<file path="src/rtl/pwr_pkg.sv">
package pwr_pkg;
   typedef enum logic [2:0] {
      PS_NORM = 3'd0,
      PS_HALT = 3'd1,
      PS_HSNP = 3'd2,
      PS_SGNT = 3'd3,
      PS_SSNP = 3'd4
   } pstate_e;

   localparam int unsigned NUM_PS = 5;

   typedef enum logic [1:0] {
      PD_IDLE = 2'd0,
      PD_WAIT = 2'd1,
      PD_CNT  = 2'd2
   } pend_e;
endpackage

</file>
<file path="src/rtl/sgnt_timer.sv">
module sgnt_timer
   import pwr_pkg::*;
#(
   parameter int unsigned DELAY = 20
) (
   input  logic clk,
   input  logic rst,
   input  logic start,
   input  logic resp_done,
   input  logic stpclk_n,
   output logic ack_req,
   output logic pending,
   output logic grant_go,
   output logic proto_viol
);
   localparam int unsigned CNT_W = (DELAY > 1) ? $clog2(DELAY) : 1;

   generate
      if (DELAY < 1) begin : g_bad_delay
         $error("sgnt_timer: DELAY must be at least 1");
      end
   endgenerate

   pend_e            pend_q;
   logic [CNT_W-1:0] cnt_q;

   assign pending  = (pend_q != PD_IDLE);
   assign grant_go = (pend_q == PD_CNT) && (cnt_q == '0);

   always_ff @(posedge clk) begin
      if (rst) begin
         pend_q     <= PD_IDLE;
         cnt_q      <= '0;
         ack_req    <= 1'b0;
         proto_viol <= 1'b0;
      end else begin
         ack_req    <= 1'b0;
         proto_viol <= pending && stpclk_n;
         case (pend_q)
            PD_IDLE: begin
               if (start) begin
                  pend_q  <= PD_WAIT;
                  ack_req <= 1'b1;
               end
            end
            PD_WAIT: begin
               if (resp_done) begin
                  pend_q <= PD_CNT;
                  cnt_q  <= CNT_W'(DELAY - 1);
               end
            end
            PD_CNT: begin
               if (cnt_q == '0) pend_q <= PD_IDLE;
               else             cnt_q  <= cnt_q - CNT_W'(1);
            end
            default: pend_q <= PD_IDLE;
         endcase
      end
   end

   AST_ACK_ONE_CYCLE: assert property (@(posedge clk) disable iff (rst)
      ack_req |=> !ack_req);
   AST_NO_START_WHILE_BUSY: assert property (@(posedge clk) disable iff (rst)
      ack_req |-> pending);
endmodule

</file>
<file path="src/rtl/pstate_fsm.sv">
module pstate_fsm
   import pwr_pkg::*;
(
   input  logic    clk,
   input  logic    rst,
   input  logic    stpclk_n,
   input  logic    halt_evt,
   input  logic    halt_cyc_done,
   input  logic    snoop_det,
   input  logic    snoop_done,
   input  logic    wake_any,
   input  logic    pending,
   input  logic    grant_go,
   output pstate_e state,
   output logic    start
);
   assign start = !pending && !stpclk_n && ((state == PS_NORM) || (state == PS_HALT));

   always_ff @(posedge clk) begin
      if (rst) begin
         state <= PS_NORM;
      end else if (grant_go) begin
         state <= PS_SGNT;
      end else if (!pending && !start) begin
         case (state)
            PS_NORM: if (halt_evt && halt_cyc_done) state <= PS_HALT;
            PS_HALT: begin
               if (wake_any)       state <= PS_NORM;
               else if (snoop_det) state <= PS_HSNP;
            end
            PS_HSNP: if (snoop_done) state <= PS_HALT;
            PS_SGNT: begin
               if (stpclk_n)       state <= PS_NORM;
               else if (snoop_det) state <= PS_SSNP;
            end
            PS_SSNP: if (snoop_done) state <= PS_SGNT;
            default: state <= PS_NORM;
         endcase
      end
   end

   AST_HOLD_PENDING: assert property (@(posedge clk) disable iff (rst)
      (pending && !grant_go) |=> $stable(state));
   AST_SG_VIA_TIMER: assert property (@(posedge clk) disable iff (rst)
      ((state != PS_SGNT) && (state != PS_SSNP) && !grant_go) |=> (state != PS_SGNT));
   AST_HALT_WAKE: assert property (@(posedge clk) disable iff (rst)
      ((state == PS_HALT) && wake_any && !pending && stpclk_n) |=> (state == PS_NORM));
endmodule

</file>
<file path="src/rtl/sg_event_latch.sv">
module sg_event_latch (
   input  logic clk,
   input  logic rst,
   input  logic in_sg,
   input  logic wake_binit,
   input  logic wake_reset,
   input  logic binit_clr,
   output logic binit_latched,
   output logic core_init
);
   always_ff @(posedge clk) begin
      if (rst) begin
         binit_latched <= 1'b0;
         core_init     <= 1'b0;
      end else begin
         core_init <= in_sg && wake_reset;
         if (in_sg && wake_binit) binit_latched <= 1'b1;
         else if (binit_clr)      binit_latched <= 1'b0;
      end
   end

   AST_BINIT_STICKY: assert property (@(posedge clk) disable iff (rst)
      (binit_latched && !binit_clr) |=> binit_latched);
   AST_INIT_PULSE: assert property (@(posedge clk) disable iff (rst)
      (core_init && !(in_sg && wake_reset)) |=> !core_init);
endmodule

</file>
<file path="src/rtl/stopclk_pwr_ctrl.sv">
module stopclk_pwr_ctrl
   import pwr_pkg::*;
#(
   parameter int unsigned SG_DELAY = 20
) (
   input  logic              clk,
   input  logic              rst,
   input  logic              stpclk_n,
   input  logic              halt_evt,
   input  logic              halt_cyc_done,
   input  logic              ack_resp_done,
   input  logic              snoop_det,
   input  logic              snoop_done,
   input  logic              wake_init,
   input  logic              wake_binit,
   input  logic              wake_intr,
   input  logic              wake_nmi,
   input  logic              wake_smi,
   input  logic              wake_reset,
   input  logic              wake_busint,
   input  logic              binit_clr,
   output logic [NUM_PS-1:0] state_oh,
   output logic              ack_req,
   output logic              binit_latched,
   output logic              core_init,
   output logic              proto_viol
);
   pstate_e state;
   logic    start, pending, grant_go, wake_any, in_sg;

   assign wake_any = wake_init | wake_binit | wake_intr | wake_nmi |
                     wake_smi | wake_reset | wake_busint;
   assign in_sg    = (state == PS_SGNT) || (state == PS_SSNP);

   pstate_fsm u_fsm (
      .clk           (clk),
      .rst           (rst),
      .stpclk_n      (stpclk_n),
      .halt_evt      (halt_evt),
      .halt_cyc_done (halt_cyc_done),
      .snoop_det     (snoop_det),
      .snoop_done    (snoop_done),
      .wake_any      (wake_any),
      .pending       (pending),
      .grant_go      (grant_go),
      .state         (state),
      .start         (start)
   );

   sgnt_timer #(.DELAY(SG_DELAY)) u_timer (
      .clk        (clk),
      .rst        (rst),
      .start      (start),
      .resp_done  (ack_resp_done),
      .stpclk_n   (stpclk_n),
      .ack_req    (ack_req),
      .pending    (pending),
      .grant_go   (grant_go),
      .proto_viol (proto_viol)
   );

   sg_event_latch u_latch (
      .clk           (clk),
      .rst           (rst),
      .in_sg         (in_sg),
      .wake_binit    (wake_binit),
      .wake_reset    (wake_reset),
      .binit_clr     (binit_clr),
      .binit_latched (binit_latched),
      .core_init     (core_init)
   );

   generate
      for (genvar i = 0; i < NUM_PS; i++) begin : g_oh
         assign state_oh[i] = (state == pstate_e'(i));
      end
   endgenerate

   AST_ONE_HOT: assert property (@(posedge clk) disable iff (rst)
      $countones(state_oh) == 1);
   AST_EXIT_ON_RELEASE: assert property (@(posedge clk) disable iff (rst)
      (state_oh[PS_SGNT] && stpclk_n) |=> state_oh[PS_NORM]);
   AST_RESET_STAYS_SG: assert property (@(posedge clk) disable iff (rst)
      ((state_oh[PS_SGNT] || state_oh[PS_SSNP]) && wake_reset && !stpclk_n)
      |=> (core_init && (state_oh[PS_SGNT] || state_oh[PS_SSNP])));
   AST_VIOL_KEEPS_ENTRY: assert property (@(posedge clk) disable iff (rst)
      (grant_go && stpclk_n) |=> state_oh[PS_SGNT]);
endmodule

</file>
<file path="config.mk">
export PLATFORM = sky130hd
export DESIGN_NAME = stopclk_pwr_ctrl
export DESIGN_NICKNAME = d
export VERILOG_FILES = /design/src/rtl/pwr_pkg.sv /design/src/rtl/sgnt_timer.sv /design/src/rtl/pstate_fsm.sv /design/src/rtl/sg_event_latch.sv /design/src/rtl/stopclk_pwr_ctrl.sv
export SDC_FILE = /design/constraint.sdc
export NUM_CORES = 1
export LEC_CHECK = 0
export BUFFER_PORTS_ARGS = -buffer_cell sky130_fd_sc_hd__buf_2
export CORE_MARGIN = 2
export CORE_UTILIZATION = 45
export DETAILED_ROUTE_END_ITERATION = 8
export GPL_TIMING_DRIVEN = 0
export PLACE_DENSITY = 0.8
export RECOVER_POWER = 100
export SLEW_MARGIN = 25
export SYNTH_ARGS = -nofsm -noshare
export SYNTH_HDL_FRONTEND = slang
export SYNTH_SLANG_ARGS = --single-unit
</file>
<file path="constraint.sdc">
create_clock -name clk -period 4.6 [get_ports clk]
set_input_delay 0.23 -clock clk [delete_from_list [all_inputs] [get_ports clk]]
set_output_delay 0.23 -clock clk [all_outputs]
set_load 0.005 [all_outputs]
</file>
==> insert_results.sql <==
INSERT INTO impl_metrics (metric_group, metric, value, unit) VALUES
('status', 'status', 'finished, final reports clean', ''),
('synth', 'synthesis.instances', '87', ''),
('pwr', 'cellLeakagePower', '0.377', 'nW'),
('synth', 'share_of_the_yosys_chip_area_belonging_to_registers', '36.8', '%'),
('global_route', 'grt.overflow.total', '0', ''),
('cells_and_area', 'seqCellArea', '280', 'um^2'),
('pwr', 'power-per-cell-area', '366', 'nW/um^2'),
('cells_and_area', 'fillers', '140', ''),
('sta', 'rsz0062_at_grt', 'no', ''),
('placement', 'placement.io_buffers', '23', ''),
('synth', 'synth_cell_type_count', '36', ''),
('global_route', 'grt_start_max_net_pins', '11', ''),
('clock_network', 'cts-root-buf', 'clkbuf_4', ''),
('worst_setup_path', 'setup.worst_path.end_class', 'register', ''),
('clock_network', 'ctsResizeCount', '0', ''),
('pwr', 'max-vdd-ir-drop', '0.000208', 'V'),
('clock_network', 'post_cts_buffers', '0', ''),
('route', 'drc_errors', '0', ''),
('sta', 'period_minus_slack', '1.85', 'ns'),
('global_route', 'grt_usage', '16.4', '%'),
('worst_setup_path', 'cp.required', '4.77', 'ns'),
('synth', 'post_synth.cell_area_avg', '8.76', 'um^2'),
('route', 'firstDrtPassIters', '5', ''),
('die', 'ios', '25', ''),
('global_route', 'grt_antenna_before_repair', '0', ''),
('synth', 'netlist.area_leader.share', '36.8', '%'),
('route', 'routed_wire_length_per_instance', '12.1', 'um'),
('worst_setup_path', 'critical_path.cell_chain', 'clkbuf_1 > or3_1 > o2111ai_1 > or3b_1 > mux2_2', ''),
('sta', 'fin_worst_skew', '0.00221', 'ns'),
('synth', 'postSynthNetCount', '105', ''),
('route', 'vias_per_std_cell', '5.33', ''),
('global_route', 'grt_pass1_vias', '593', ''),
('die', 'die-area', '2040', 'um^2'),
('sta', 'tightestPinTransition', '0.623', 'ns'),
('sta', 'setup-violations-final', '0', ''),
('cells_and_area', 'design_area', '911', 'um^2'),
('sta', 'final-max-slew-violation-count', '0', ''),
('placement', 'globalplace.congestion', '0.745', ''),
('clock_network', 'worst_setup_hold_path_clk_slew', '0.09', 'ns'),
('job', 'maxCapViolations', '0', ''),
('die', 'number_of_standard_cell_rows_in_the_floorplan', '14', ''),
('worst_setup_path', 'worst_setup_path_start_kind', 'register', ''),
('route', 'vias', '693', ''),
('worst_setup_path', 'critPathMaxStageDelay', '0.43', 'ns'),
('clock_network', 'cts_inserted_buffers', '3', ''),
('synth', 'ys.warnings.count', '0', ''),
('synth', 'ys_seq_elements', '14', ''),
('clock_network', 'number_of_clock_sinks', '14', ''),
('cells_and_area', 'fin_nets', '133', ''),
('synth', 'synth_top_cells_by_area', 'dfxtp_1 (37%), nor3_1 (6.6%), nor2_1 (4.4%), a211oi_1 (3.9%), nor3b_1 (3.9%)', ''),
('synth', 'synth_top_cell_by_area', 'dfxtp_1', ''),
('die', 'initial_utilization', '49.4', '%'),
('clock_network', 'tritoncts', 'built', ''),
('die', 'fp.coreArea', '1540', 'um^2'),
('sta', 'post-route-period-util', '40.2', '%'),
('cells_and_area', 'diodes', '0', ''),
('cells_and_area', 'area_growth_syn_to_layout', '19.5', '%'),
('route', 'postRouteAntennaNets', '0', ''),
('synth', 'syn_area', '762', 'um^2'),
('global_route', 'global_route_wire_length_before_repair', '2.38', 'mm'),
('placement', 'dpl_cell_area', '897', 'um^2'),
('sta', 'timing.fmax', '0.541', 'GHz'),
('worst_hold_path', 'hold_path_class', 'input port to register', ''),
('cells_and_area', 'mostFrequentLayoutCells', 'buf_2 (18), dfxtp_1 (14), nor3_1 (10)', ''),
('route', 'route.final.wire_length', '1.58', 'mm'),
('route', 'drt_iter0_drc', '10', ''),
('sta', 'hold_violations', '0', ''),
('clock_network', 'ctsHoldBuffers', '0', ''),
('clock_network', 'clock_insertion_delay_worst_skew', '0.28', 'ns'),
('worst_setup_path', 'worstPathArrival', '2.02', 'ns'),
('sta', 'fin_worst_hold_slack', '0.172', 'ns'),
('worst_setup_path', 'timing.critical_path.fanout_max', '10', ''),
('die', 'die_x', '45.2', 'um'),
('cells_and_area', 'most_common_cell_after_layout_fill_and_taps_aside', 'buf_2', ''),
('sta', 'slew_headroom', '57.9', '%'),
('cells_and_area', 'fraction_of_layout_instances_using_a_drive_strength_above_1', '24.6', '%'),
('die', 'dieHeight', '45.2', 'um'),
('worst_setup_path', 'cp_slowest_cell', 'or3b_1', ''),
('clock_network', 'cts-root-to-sink-buffers', '2', ''),
('placement', 'detailed_placement_hpwl', '1.18', 'mm'),
('sta', 'finalSetupTns', '0', 'ns'),
('clock_network', 'cts_max_level', '1', ''),
('worst_setup_path', 'path_class', 'register to register', ''),
('cells_and_area', 'multi_input_area', '409', 'um^2');
==> state kept, by name, indices dropped and copies added (netlist names) <==
signal	cells
u_timer.pend_q	2
u_latch.core_init	1
u_latch.binit_latched	1
u_timer.cnt_q	5
u_fsm.state	3
u_timer.proto_viol	1
u_timer.ack_req	1
==> critical path, delay by kind of cell, from the launching register on <==
kind	cells	cell delay (ns)
AOI/OAI and AO/OA	1	0.15
buffers and inverters	1	0.33
DFF	1	0.31
muxes	1	0.29
and+or+nand+nor	2	0.66
==> metrics by stage <==
stage | util, % | worst slack [ns] | instances | total power [mW]
after detailed placement | 58.2 | 2.84 | 126 | 0.254
after floorplan | - | 2.93 | 87 | 0.222
after global routing | 59.1 | 2.57 | 130 | 0.355
after CTS | 60.6 | 2.82 | 130 | 0.343
final | 59.1 | 2.75 | 130 | 0.333
after global placement | 58.2 | 2.87 | 126 | 0.250
==> routing by layer <==
| metal | part of all wire (%) | up-vias | global-route usage (%) |
|---|---|---|---|
| li1 | - | 376 | - |
| met1 | 48 | 292 | 20.7 |
| met2 | 44 | 23 | 25.7 |
| met3 | 7.6 | 2 | 7.20 |
| met4 | 0.82 | 0 | 3.53 |
| met5 | 0 | - | 0 |
==> cell type report <==
type / count / area share (%)
Buffer: 7 / 4.67
Clock buffer: 4 / 3.98
Inverter: 4 / 1.65
Multi-Input combinational cell: 62 / 44.9
Sequential cell: 14 / 30.8
Tap cell: 16 / 2.20
Timing Repair Buffer: 23 / 11.8
==> path summary, 6_finish.rpt <==
path,startpoint,end,slack [ns],cells past startpoint
worst max-delay path,u_fsm.state[1],u_fsm.state[0],2.75,5
worst min-delay path,rst,u_timer.ack_req,0.17,2
worst max register to register,u_fsm.state[1],u_fsm.state[0],2.75,5
worst min register to register,u_latch.binit_latched,u_latch.binit_latched,0.47,2
==> synth_stat cells (all sizes together) <==
library cell / n
a2111o: 1
a2111oi: 1
a211oi: 4
a21oi: 4
a221oi: 1
a311oi: 1
a31oi: 1
and2: 1
and4: 1
buf: 6
clkbuf: 1
dfxtp: 14
ha: 2
inv: 4
mux2: 2
nand2: 2
nand2b: 1
nand3: 2
nand3b: 1
nand4b: 1
nor2: 9
nor2b: 1
nor3: 10
nor3b: 4
nor4: 2
nor4b: 1
o2111ai: 1
o21ai: 1
or2: 1
or3: 1
or3b: 1
or4b: 1
xnor2: 1
xor2: 2
==> power breakdown <==
| group | internal, mW | switching (mW) |
|---|---|---|
| combinational | 0.0474 | 0.0557 |
| clock | 0.0482 | 0.0406 |
| sequential | 0.134 | 0.00716 |
| total | 0.230 | 0.103 |
==> cells by family (layout without fill, tap and decap cells) <==
family | count (synthesis) | count (layout) | share of synthesized area, %
AOI/OAI and AO/OA | 15 | 15 | 14.1
xor gates and xnor gates | 3 | 3 | 3.45
adders and majority gates | 2 | 2 | 3.28
buffers and inverters | 11 | 38 | 9.03
DFF | 14 | 14 | 36.8
muxes | 2 | 2 | 2.96
and+or+nand+nor | 40 | 40 | 30.4
Note: power is estimated with default switching activity, not from simulation.
